## src/rtl/dbg_cop_pkg.sv

```systemverilog
package dbg_cop_pkg;
  localparam int unsigned DATA_W = 32;
  localparam int unsigned OP1_W  = 3;
  localparam int unsigned CRN_W  = 4;
  localparam int unsigned CRM_W  = 4;
  localparam int unsigned OP2_W  = 3;

  localparam logic [CRM_W-1:0] CRM_XFER = 4'd5;
  localparam logic [CRM_W-1:0] CRM_WFAR = 4'd6;

  typedef enum logic [1:0] {
    ISA_WORD = 2'b00,
    ISA_HALF = 2'b01,
    ISA_BYTE = 2'b10,
    ISA_RSVD = 2'b11
  } isa_e;

  function automatic logic [DATA_W-1:0] wp_offset(input logic [1:0] isa);
    case (isa)
      ISA_HALF: wp_offset = DATA_W'(4);
      ISA_BYTE: wp_offset = '0;
      default:  wp_offset = DATA_W'(8);
    endcase
  endfunction
endpackage

```

## src/rtl/dbg_sel_decode.sv

```systemverilog
module dbg_sel_decode
  import dbg_cop_pkg::*;
(
  input  logic [OP1_W-1:0] op1,
  input  logic [CRN_W-1:0] crn,
  input  logic [CRM_W-1:0] crm,
  input  logic [OP2_W-1:0] op2,
  output logic             hit_xfer,
  output logic             hit_wfar
);
  logic base_ok;

  always_comb begin
    base_ok  = (op1 == '0) && (crn == '0) && (op2 == '0);
    hit_xfer = base_ok && (crm == CRM_XFER);
    hit_wfar = base_ok && (crm == CRM_WFAR);
  end
endmodule

```

## src/rtl/dbg_xfer_chan.sv

```systemverilog
module dbg_xfer_chan #(
  parameter int unsigned W = 32
) (
  input  logic         clk,
  input  logic         rst_n,
  input  logic         wr_en,
  input  logic [W-1:0] wdata,
  input  logic         rd_en,
  output logic [W-1:0] data,
  output logic         full,
  output logic         ovr
);
  logic         accept;
  logic         full_d;
  logic         ovr_d;
  logic [W-1:0] data_q;
  logic         full_q;
  logic         ovr_q;

  always_comb begin
    accept = wr_en && !full_q;
    full_d = accept || (full_q && !rd_en);
    ovr_d  = ovr_q || (wr_en && full_q);
  end

  always_ff @(posedge clk or negedge rst_n) begin
    if (!rst_n) begin
      full_q <= 1'b0;
      ovr_q  <= 1'b0;
    end else begin
      full_q <= full_d;
      ovr_q  <= ovr_d;
    end
  end

  always_ff @(posedge clk) begin
    if (accept) data_q <= wdata;
  end

  assign data = data_q;
  assign full = full_q;
  assign ovr  = ovr_q;

  p_load_r2: assert property (@(posedge clk) disable iff (!rst_n)
    (wr_en && !full) |=> (full && data == $past(wdata)));

  p_full_hold_r5: assert property (@(posedge clk) disable iff (!rst_n)
    (wr_en && full) |=> ($stable(data) && ovr));

  p_ovr_sticky_r5: assert property (@(posedge clk) disable iff (!rst_n)
    ovr |=> ovr);

  p_consume_r4: assert property (@(posedge clk) disable iff (!rst_n)
    (rd_en && !wr_en) |=> !full);
endmodule

```

## src/rtl/dbg_wfar_unit.sv

```systemverilog
module dbg_wfar_unit
  import dbg_cop_pkg::*;
(
  input  logic              clk,
  input  logic              rst_n,
  input  logic              wp_hit,
  input  logic [DATA_W-1:0] wp_pc,
  input  logic [1:0]        isa,
  input  logic              sw_wr,
  input  logic [DATA_W-1:0] sw_wdata,
  input  logic              abort_evt,
  output logic [DATA_W-1:0] wfar
);
  logic              load;
  logic [DATA_W-1:0] wfar_d;
  logic [DATA_W-1:0] wfar_q;

  always_comb begin
    load   = wp_hit || sw_wr;
    wfar_d = wp_hit ? (wp_pc + wp_offset(isa)) : sw_wdata;
  end

  always_ff @(posedge clk) begin
    if (load) wfar_q <= wfar_d;
  end

  assign wfar = wfar_q;

  p_byte_state_r8: assert property (@(posedge clk) disable iff (!rst_n)
    (wp_hit && isa == ISA_BYTE) |=> (wfar == $past(wp_pc)));

  p_half_state_r8: assert property (@(posedge clk) disable iff (!rst_n)
    (wp_hit && isa == ISA_HALF) |=> (wfar == $past(wp_pc) + DATA_W'(4)));

  p_wp_wins_r9: assert property (@(posedge clk) disable iff (!rst_n)
    (wp_hit && sw_wr && isa == ISA_WORD) |=> (wfar == $past(wp_pc) + DATA_W'(8)));

  p_abort_quiet_r10: assert property (@(posedge clk) disable iff (!rst_n)
    (abort_evt && !wp_hit && !sw_wr) |=> $stable(wfar));
endmodule

```

## src/rtl/dbg_cop_regs.sv

```systemverilog
module dbg_cop_regs
  import dbg_cop_pkg::*;
(
  input  logic              clk,
  input  logic              rst_n,
  input  logic              cp_valid,
  input  logic              cp_write,
  input  logic [OP1_W-1:0]  cp_op1,
  input  logic [CRN_W-1:0]  cp_crn,
  input  logic [CRM_W-1:0]  cp_crm,
  input  logic [OP2_W-1:0]  cp_op2,
  input  logic              cp_priv,
  input  logic [DATA_W-1:0] cp_wdata,
  output logic [DATA_W-1:0] cp_rdata,
  output logic              cp_undef,
  input  logic              ext_rx_wr,
  input  logic [DATA_W-1:0] ext_rx_data,
  input  logic              ext_tx_rd,
  output logic [DATA_W-1:0] ext_tx_data,
  output logic              rx_full,
  output logic              tx_full,
  output logic              rx_ovr,
  output logic              tx_ovr,
  input  logic              wp_hit,
  input  logic [DATA_W-1:0] wp_pc,
  input  logic [1:0]        isa_state,
  input  logic              abort_evt
);
  localparam int unsigned SYNC_STAGES = 2;

  logic [SYNC_STAGES-1:0] rst_pipe;
  logic                   srst_n;

  always_ff @(posedge clk or negedge rst_n) begin
    if (!rst_n) rst_pipe <= '0;
    else        rst_pipe <= {rst_pipe[SYNC_STAGES-2:0], 1'b1};
  end
  assign srst_n = rst_pipe[SYNC_STAGES-1];

  logic              hit_xfer, hit_wfar;
  logic              acc_xfer, acc_wfar_ok;
  logic              core_tx_wr, core_rx_rd, sw_wr, wfar_rd;
  logic [DATA_W-1:0] rx_word, wfar_word;
  logic [DATA_W-1:0] rdata_d, rdata_q;
  logic              undef_d, undef_q;

  dbg_sel_decode u_dec (
    .op1      (cp_op1),
    .crn      (cp_crn),
    .crm      (cp_crm),
    .op2      (cp_op2),
    .hit_xfer (hit_xfer),
    .hit_wfar (hit_wfar)
  );

  always_comb begin
    acc_xfer    = cp_valid && hit_xfer;
    acc_wfar_ok = cp_valid && hit_wfar && cp_priv;
    core_tx_wr  = acc_xfer && cp_write;
    core_rx_rd  = acc_xfer && !cp_write;
    sw_wr       = acc_wfar_ok && cp_write;
    wfar_rd     = acc_wfar_ok && !cp_write;
    undef_d     = cp_valid && !(hit_xfer || (hit_wfar && cp_priv));
    if (core_rx_rd)   rdata_d = rx_word;
    else if (wfar_rd) rdata_d = wfar_word;
    else              rdata_d = '0;
  end

  dbg_xfer_chan #(.W(DATA_W)) u_rx (
    .clk   (clk),
    .rst_n (srst_n),
    .wr_en (ext_rx_wr),
    .wdata (ext_rx_data),
    .rd_en (core_rx_rd),
    .data  (rx_word),
    .full  (rx_full),
    .ovr   (rx_ovr)
  );

  dbg_xfer_chan #(.W(DATA_W)) u_tx (
    .clk   (clk),
    .rst_n (srst_n),
    .wr_en (core_tx_wr),
    .wdata (cp_wdata),
    .rd_en (ext_tx_rd),
    .data  (ext_tx_data),
    .full  (tx_full),
    .ovr   (tx_ovr)
  );

  dbg_wfar_unit u_wfar (
    .clk       (clk),
    .rst_n     (srst_n),
    .wp_hit    (wp_hit),
    .wp_pc     (wp_pc),
    .isa       (isa_state),
    .sw_wr     (sw_wr),
    .sw_wdata  (cp_wdata),
    .abort_evt (abort_evt),
    .wfar      (wfar_word)
  );

  always_ff @(posedge clk or negedge srst_n) begin
    if (!srst_n) begin
      rdata_q <= '0;
      undef_q <= 1'b0;
    end else begin
      rdata_q <= rdata_d;
      undef_q <= undef_d;
    end
  end

  assign cp_rdata = rdata_q;
  assign cp_undef = undef_q;

  p_undef_zero_r11: assert property (@(posedge clk) disable iff (!srst_n)
    cp_undef |-> (cp_rdata == '0));

  p_unpriv_r7: assert property (@(posedge clk) disable iff (!srst_n)
    (cp_valid && hit_wfar && !cp_priv && !wp_hit) |=> ($stable(wfar_word) && cp_undef));

  p_rx_read_r3: assert property (@(posedge clk) disable iff (!srst_n)
    (cp_valid && hit_xfer && !cp_write && !ext_rx_wr) |=> !rx_full);

  p_reset_quiet_r12: assert property (@(posedge clk)
    !srst_n |-> (!cp_undef && !rx_full && !tx_full && !rx_ovr && !tx_ovr));
endmodule

```

## config.mk

```make
export PLATFORM = sky130hd
export DESIGN_NAME = dbg_cop_regs
export DESIGN_NICKNAME = d
export VERILOG_FILES = /design/src/rtl/dbg_cop_pkg.sv /design/src/rtl/dbg_sel_decode.sv /design/src/rtl/dbg_xfer_chan.sv /design/src/rtl/dbg_wfar_unit.sv /design/src/rtl/dbg_cop_regs.sv
export SDC_FILE = /design/constraint.sdc
export NUM_CORES = 1
export LEC_CHECK = 0
export ABC_AREA = 1
export CORE_ASPECT_RATIO = 1.5
export CORE_MARGIN = 2
export CORE_UTILIZATION = 35
export DETAILED_ROUTE_END_ITERATION = 10
export MAX_ROUTING_LAYER = met4
export SYNTH_ARGS = -nofsm -noshare
export SYNTH_HDL_FRONTEND = slang
export SYNTH_SLANG_ARGS = --single-unit
export TNS_END_PERCENT = 50
```

## constraint.sdc

```tcl
create_clock -name clk -period 1.53 [get_ports clk]
set_clock_uncertainty 0.15 [all_clocks]
set_input_delay 0.3825 -clock clk [delete_from_list [all_inputs] [get_ports clk]]
set_output_delay 0.3825 -clock clk [all_outputs]
set_load 0.01 [all_outputs]
```

[Yosys cells after proc, flatten, opt, wreduce, memory -nomap -nowiden]
Index checks and enable logic that the tools add are counted.
Word-level totals
  register bits after elaboration: 135
  input port bits: 121
  logic and storage cells: 53
Cells by class
  add/sub/neg operators: 1
  eq/ne operators: 4
  multiplexer cells: 4
  reduce and logical (&&, ||, !) cells: 34
Operators with widths (count)
  $mux 32: 3
  $add 32x4->32: 1
  $logic_and 1x1->1: 19
  $eq 4x3->1 const B: 2
  $pmux 4 s2: 1
  $logic_not 1->1: 6
  $logic_not 3->1: 2
  $logic_or 1x1->1: 6
  $logic_not 4->1: 1
  $eq 2x1->1 const B: 1
  $eq 2x2->1 const B: 1

[Logic depth before layout (Yosys ltp)]
  word-level depth: 9
  depth in mapped cells: 13
  gate-level depth less buffers: 13

[Cells and area by module]
Synthesis repeated with hierarchy kept, for this count alone.
Unflattened totals
  cells, all modules: 638
  area total of the unflattened synthesis: 6107.1 sq um
By module, submodules not included
  dbg_wfar_unit: times used 1, cells each 319, area each 2297.2 sq um, sequential area each 960.9 sq um
  dbg_xfer_chan: times used 2, cells each 43, area each 1049.8 sq um, sequential area each 1011.0 sq um
  dbg_cop_regs: times used 1, cells each 216, area each 1640.3 sq um, sequential area each 875.8 sq um
  dbg_sel_decode: times used 1, cells each 17, area each 70.1 sq um, sequential area each 0.0 sq um

[Least setup slack after synthesis]
OpenSTA, ideal clock, no wires.
  kind: input port to flip-flop
  start: input cp_op1[1]
  end: register u_wfar.wfar_q[0] (netlist: u_wfar.wfar[0]), enable pin
  library setup time: 0.466 ns
  arrival: 3.152 ns
  required time: 0.914 ns
  setup slack: -2.237 ns
  stages: 5
  cells stage by stage: nor2_1 -> nand3_2 -> nor2_4 -> nand3_2 -> o21ai_0
Between the ends
  word-level cells in the longest chain between the ends: 8
RTL lines
  from (decl): RTL line dbg_cop_regs.sv:8  | input logic [OP1_W-1:0] cp_op1,
  $logic_not 3->1: RTL line dbg_sel_decode.sv:14  | base_ok = (op1 == '0) && (crn == '0) && (op2 == '0);
  $logic_and 1x1->1 (2 in series): RTL line dbg_sel_decode.sv:14
  $logic_and 1x1->1: RTL line dbg_sel_decode.sv:16  | hit_wfar = base_ok && (crm == CRM_WFAR);
  $logic_and 1x1->1 (2 in series): RTL line dbg_cop_regs.sv:58  | acc_wfar_ok = cp_valid && hit_wfar && cp_priv;
  $logic_and 1x1->1: RTL line dbg_cop_regs.sv:61  | sw_wr = acc_wfar_ok && cp_write;
  $logic_or 1x1->1: RTL line dbg_wfar_unit.sv:19  | load = wp_hit || sw_wr;
  net u_wfar.load: RTL line dbg_wfar_unit.sv:14  | logic load;
  to (signal assigned): RTL line dbg_wfar_unit.sv:24  | if (load) wfar_q <= wfar_d;
  to (decl): RTL line dbg_wfar_unit.sv:16  | logic [DATA_W-1:0] wfar_q;
The timed path passes the listed nets, and every way through them passes these cells.
A chain may end at the register's enable or synchronous reset.

[Final worst setup path]
  start: input isa_state[1]
  end: register u_wfar.wfar_q[10] (netlist: u_wfar.wfar[10]), data pin
Between the ends
  word-level cells in the longest chain between the ends: 4
RTL lines
  from (decl): RTL line dbg_cop_regs.sv:26  | input logic [1:0] isa_state,
  $eq 2x2->1 / $eq 2x1->1 (equally long branches): RTL line dbg_cop_pkg.sv:19  | case (isa)
  $pmux 4 s2 *: RTL line dbg_cop_pkg.sv:19
  $add 32x4->32 *: RTL line dbg_wfar_unit.sv:20  | wfar_d = wp_hit ? (wp_pc + wp_offset(isa)) : sw_wdata;
  $mux 32 *: RTL line dbg_wfar_unit.sv:20
  net u_wfar.wfar_d[10]: RTL line dbg_wfar_unit.sv:15  | logic [DATA_W-1:0] wfar_d;
Mark *: on every way through the listed nets, which the timed path passes. The rest lies on a longest branch.

==> impl_metrics.ini <==
[outcome]
status = finished, violations left
violations = setup timing

[cells_and_area]
fin_util = 0.563
final.fill_count = 1548
nets = 1028
layout_common_cells = nand2_1, edfxtp_1, clkdlybuf4s50_1
final_common_cell = nand2_1
syn2layout_area_growth_pct = 58.1
drive_above_1_share = 0.313

[logic_synthesis]
yosys.area_share.simple = 0.252
synth.area.mux_share = 0.00168
yosys_warnings = 0
ys_async_sr_fraction = 0.289
synth_top_family_by_area = simple AND/OR/NAND/NOR gates
netlist_instances = 621
synth_compound_area_frac = 0.0203
syn_area_um2 = 5970
ys_seq_area_frac = 0.647
ys.flop_type = edfxtp_1
yosysUniqueCellTypes = 27
synthXorXnorAreaFrac = 0.0176
ys_ff_latch = 135
synth.net_count = 746
avgSynthCellArea_um2 = 9.61
synthAdderAreaFrac = 0.00964
synth_edf_count = 96

[worst_setup_path]
crit_chain = buf_8 -> inv_12 -> ha_4 -> inv_4 -> fa_2 -> nor2_2 -> nand2_2 -> buf_4 -> xor2_1 -> o21ai_1
r2r_setup_slack_ns = 0.09
rr_worst_depth = 4
r2r-start = u_tx.full
rr_endpoint = u_tx.data[16]
path_max_fanout = 3
crit_buf_inv = 4
start_kind = primary input
cp.arrival_ns = 1.83
endpoint_kind = register
critPathTopFamily = adder cells
crit_start = isa_state[1]
cp_slowest_cell = fa_2
cp.depth = 10
critPathRequiredTime_ns = 1.54
endpoint = u_wfar.wfar[10]
path_class = primary input to register
max_stage_delay_ns = 0.41

[floorplan]
dieWidth_um = 111
placementRows = 58
core_um2 = 16800
die_area_um2 = 18100
die_h_um = 164
io_pins = 190
start_util = 0.356

[sta]
slew_viol_final = 0
hold_ws_ns = 0.147
tns_ns = -6.39
period_share = 1.19
fmax_mhz = 550
fin_crit_ns = 1.82
worst_slack_ns = -0.287
rsz0062_at_grt = yes
hold_viol = 0
setup_viol = 52

[cts]
cts_buffers = 17
cts_tree = done
insertion_delay_ns = 0.42
ctsLongestPathBuffers = 2
cts.htree.levels = 4
clk_pin_slew_worst_paths_ns = 0.06
numClockSinks = 135
root_buffer = clkbuf_16

[power]
pwr-share-clk = 0.426
p_sw_frac = 0.226
p_comb_frac = 0.108
p_sw_mw = 1.97
p_leak_nw = 4.36
p_per_area_nw_per_um2 = 923
seq_power_share = 0.467
p_int_mw = 6.74
ir_drop_mv = 0.760

[routing]
dr.pass1.iters = 4
drc = 0
avgViaCountPerCell = 4.50
drt-initial-drc-count = 238
wl_per_cell_um = 15.8
routed_wl_mm = 17.8
routed.top_layer = met4
met1Wirelength_mm = 7.10
antenna_left = 0
wl_met3_um = 567
wl_met2_mm = 9.61
vias = 5066

[global_route]
grt_pass1_vias = 5328
grt_use_total = 0.205
grt_pass1_wl_mm = 27.6
grt-ovfl-total = 0
antenna_found_initial = 0
grt_max_degree = 38

[job]
maxCapViolCount = 0

[placed_design]
gp_congestion = 0.935
dp_hpwl_mm = 13.4
numPortBuffers = 188

[worst_hold_path]
min_path_type = register to async pin
cell usage after synthesis, drive strengths merged, types with 2 or more instances:
| master | number | area [um^2] |
|---|---|---|
| a21oi | 3 | 15.0 |
| buf | 9 | 55.1 |
| clkbuf | 7 | 26.3 |
| dfrtp | 39 | 976 |
| edfxtp | 96 | 2880 |
| ha | 3 | 37.5 |
| inv | 60 | 225 |
| nand2 | 289 | 1080 |
| nand3 | 15 | 97.6 |
| nand3b | 8 | 60.1 |
| nand4 | 2 | 12.5 |
| nor2 | 56 | 240 |
| o21ai | 12 | 60.1 |
| o21bai | 4 | 30.0 |
| xor2 | 11 | 96.3 |
cell type report:
cell class / instances / area [um^2] / share of cell area
diodes: 1 / 2.50 / 0.000265
clock buffers: 18 / 429 / 0.0455
clock inverters: 13 / 110 / 0.0117
inverters: 60 / 243 / 0.0257
multi-input cells: 410 / 2140 / 0.227
flip-flops and latches: 135 / 3860 / 0.409
well taps: 210 / 263 / 0.0278
repair buffers: 279 / 2390 / 0.253
how the worst min path moves through the flow:
stage | from | endpoint | slack (ns)
final | rst_pipe[1] | cp_rdata[25] | 0.15
after global routing | rst_pipe[1] | cp_rdata[21] | 0.21
after CTS | rst_pipe[1] | cp_rdata[25] | 0.17
after detailed placement | rst_pipe[1] | cp_rdata[21] | 0.17
after global placement | rst_pipe[1] | cp_rdata[21] | 0.16
after floorplan | rst_n | rst_pipe[0] | -0.06
layer usage:
metal	GRT usage	vias to the layer above
met5	-	-
met1	0.225	2358
met2	0.361	147
met4	0.100	0
li1	-	2526
met3	0.0354	35
power by group through the flow:
stage / logic, mW / registers (mW) / clock network, mW
after floorplan: 0.269 / 4.13 / 0
after global placement: 0.850 / 4.13 / 0
after detailed placement: 0.859 / 4.14 / 0
after CTS: 0.940 / 4.06 / 3.79
after global routing: 1.02 / 4.07 / 3.94
final: 0.937 / 4.06 / 3.71
metrics by stage:
step,instances,power (mW),cell area [um^2],setup slack [ns]
global placement,1070,4.98,8770,-1.29
finish,1126,8.71,9440,-0.287
CTS,1124,8.79,9430,-0.265
floorplan,621,4.40,6080,-0.488
global route,1125,9.03,9440,-0.357
detailed placement,1070,4.99,8770,-1.34
timing repair:
item,CTS,global route
gates resized for setup,416,43
hold endpoints to repair,2,0
pin swaps,29,23
hold buffers,1,0
buffers inserted,17,10
setup endpoints to repair,196,124
gates cloned,5,0
state kept, by name, indices dropped and copies added, names as in the netlist:
name	flops
cp_rdata	32
u_rx.data	32
u_tx.data	32
u_wfar.wfar	32
rst_pipe	2
cp_undef	1
u_rx.full	1
u_rx.ovr	1
u_tx.full	1
u_tx.ovr	1
cells by family after synthesis:
group	Yosys count
AO/OA/AOI/OAI	21
XOR/XNOR	12
adder cells (fa/ha/maj)	4
buffers and inverters	76
flip-flops	135
multiplexers	1
other	1
AND/OR/NAND/NOR	371
No activity file was read; power rests on OpenSTA's default activity.
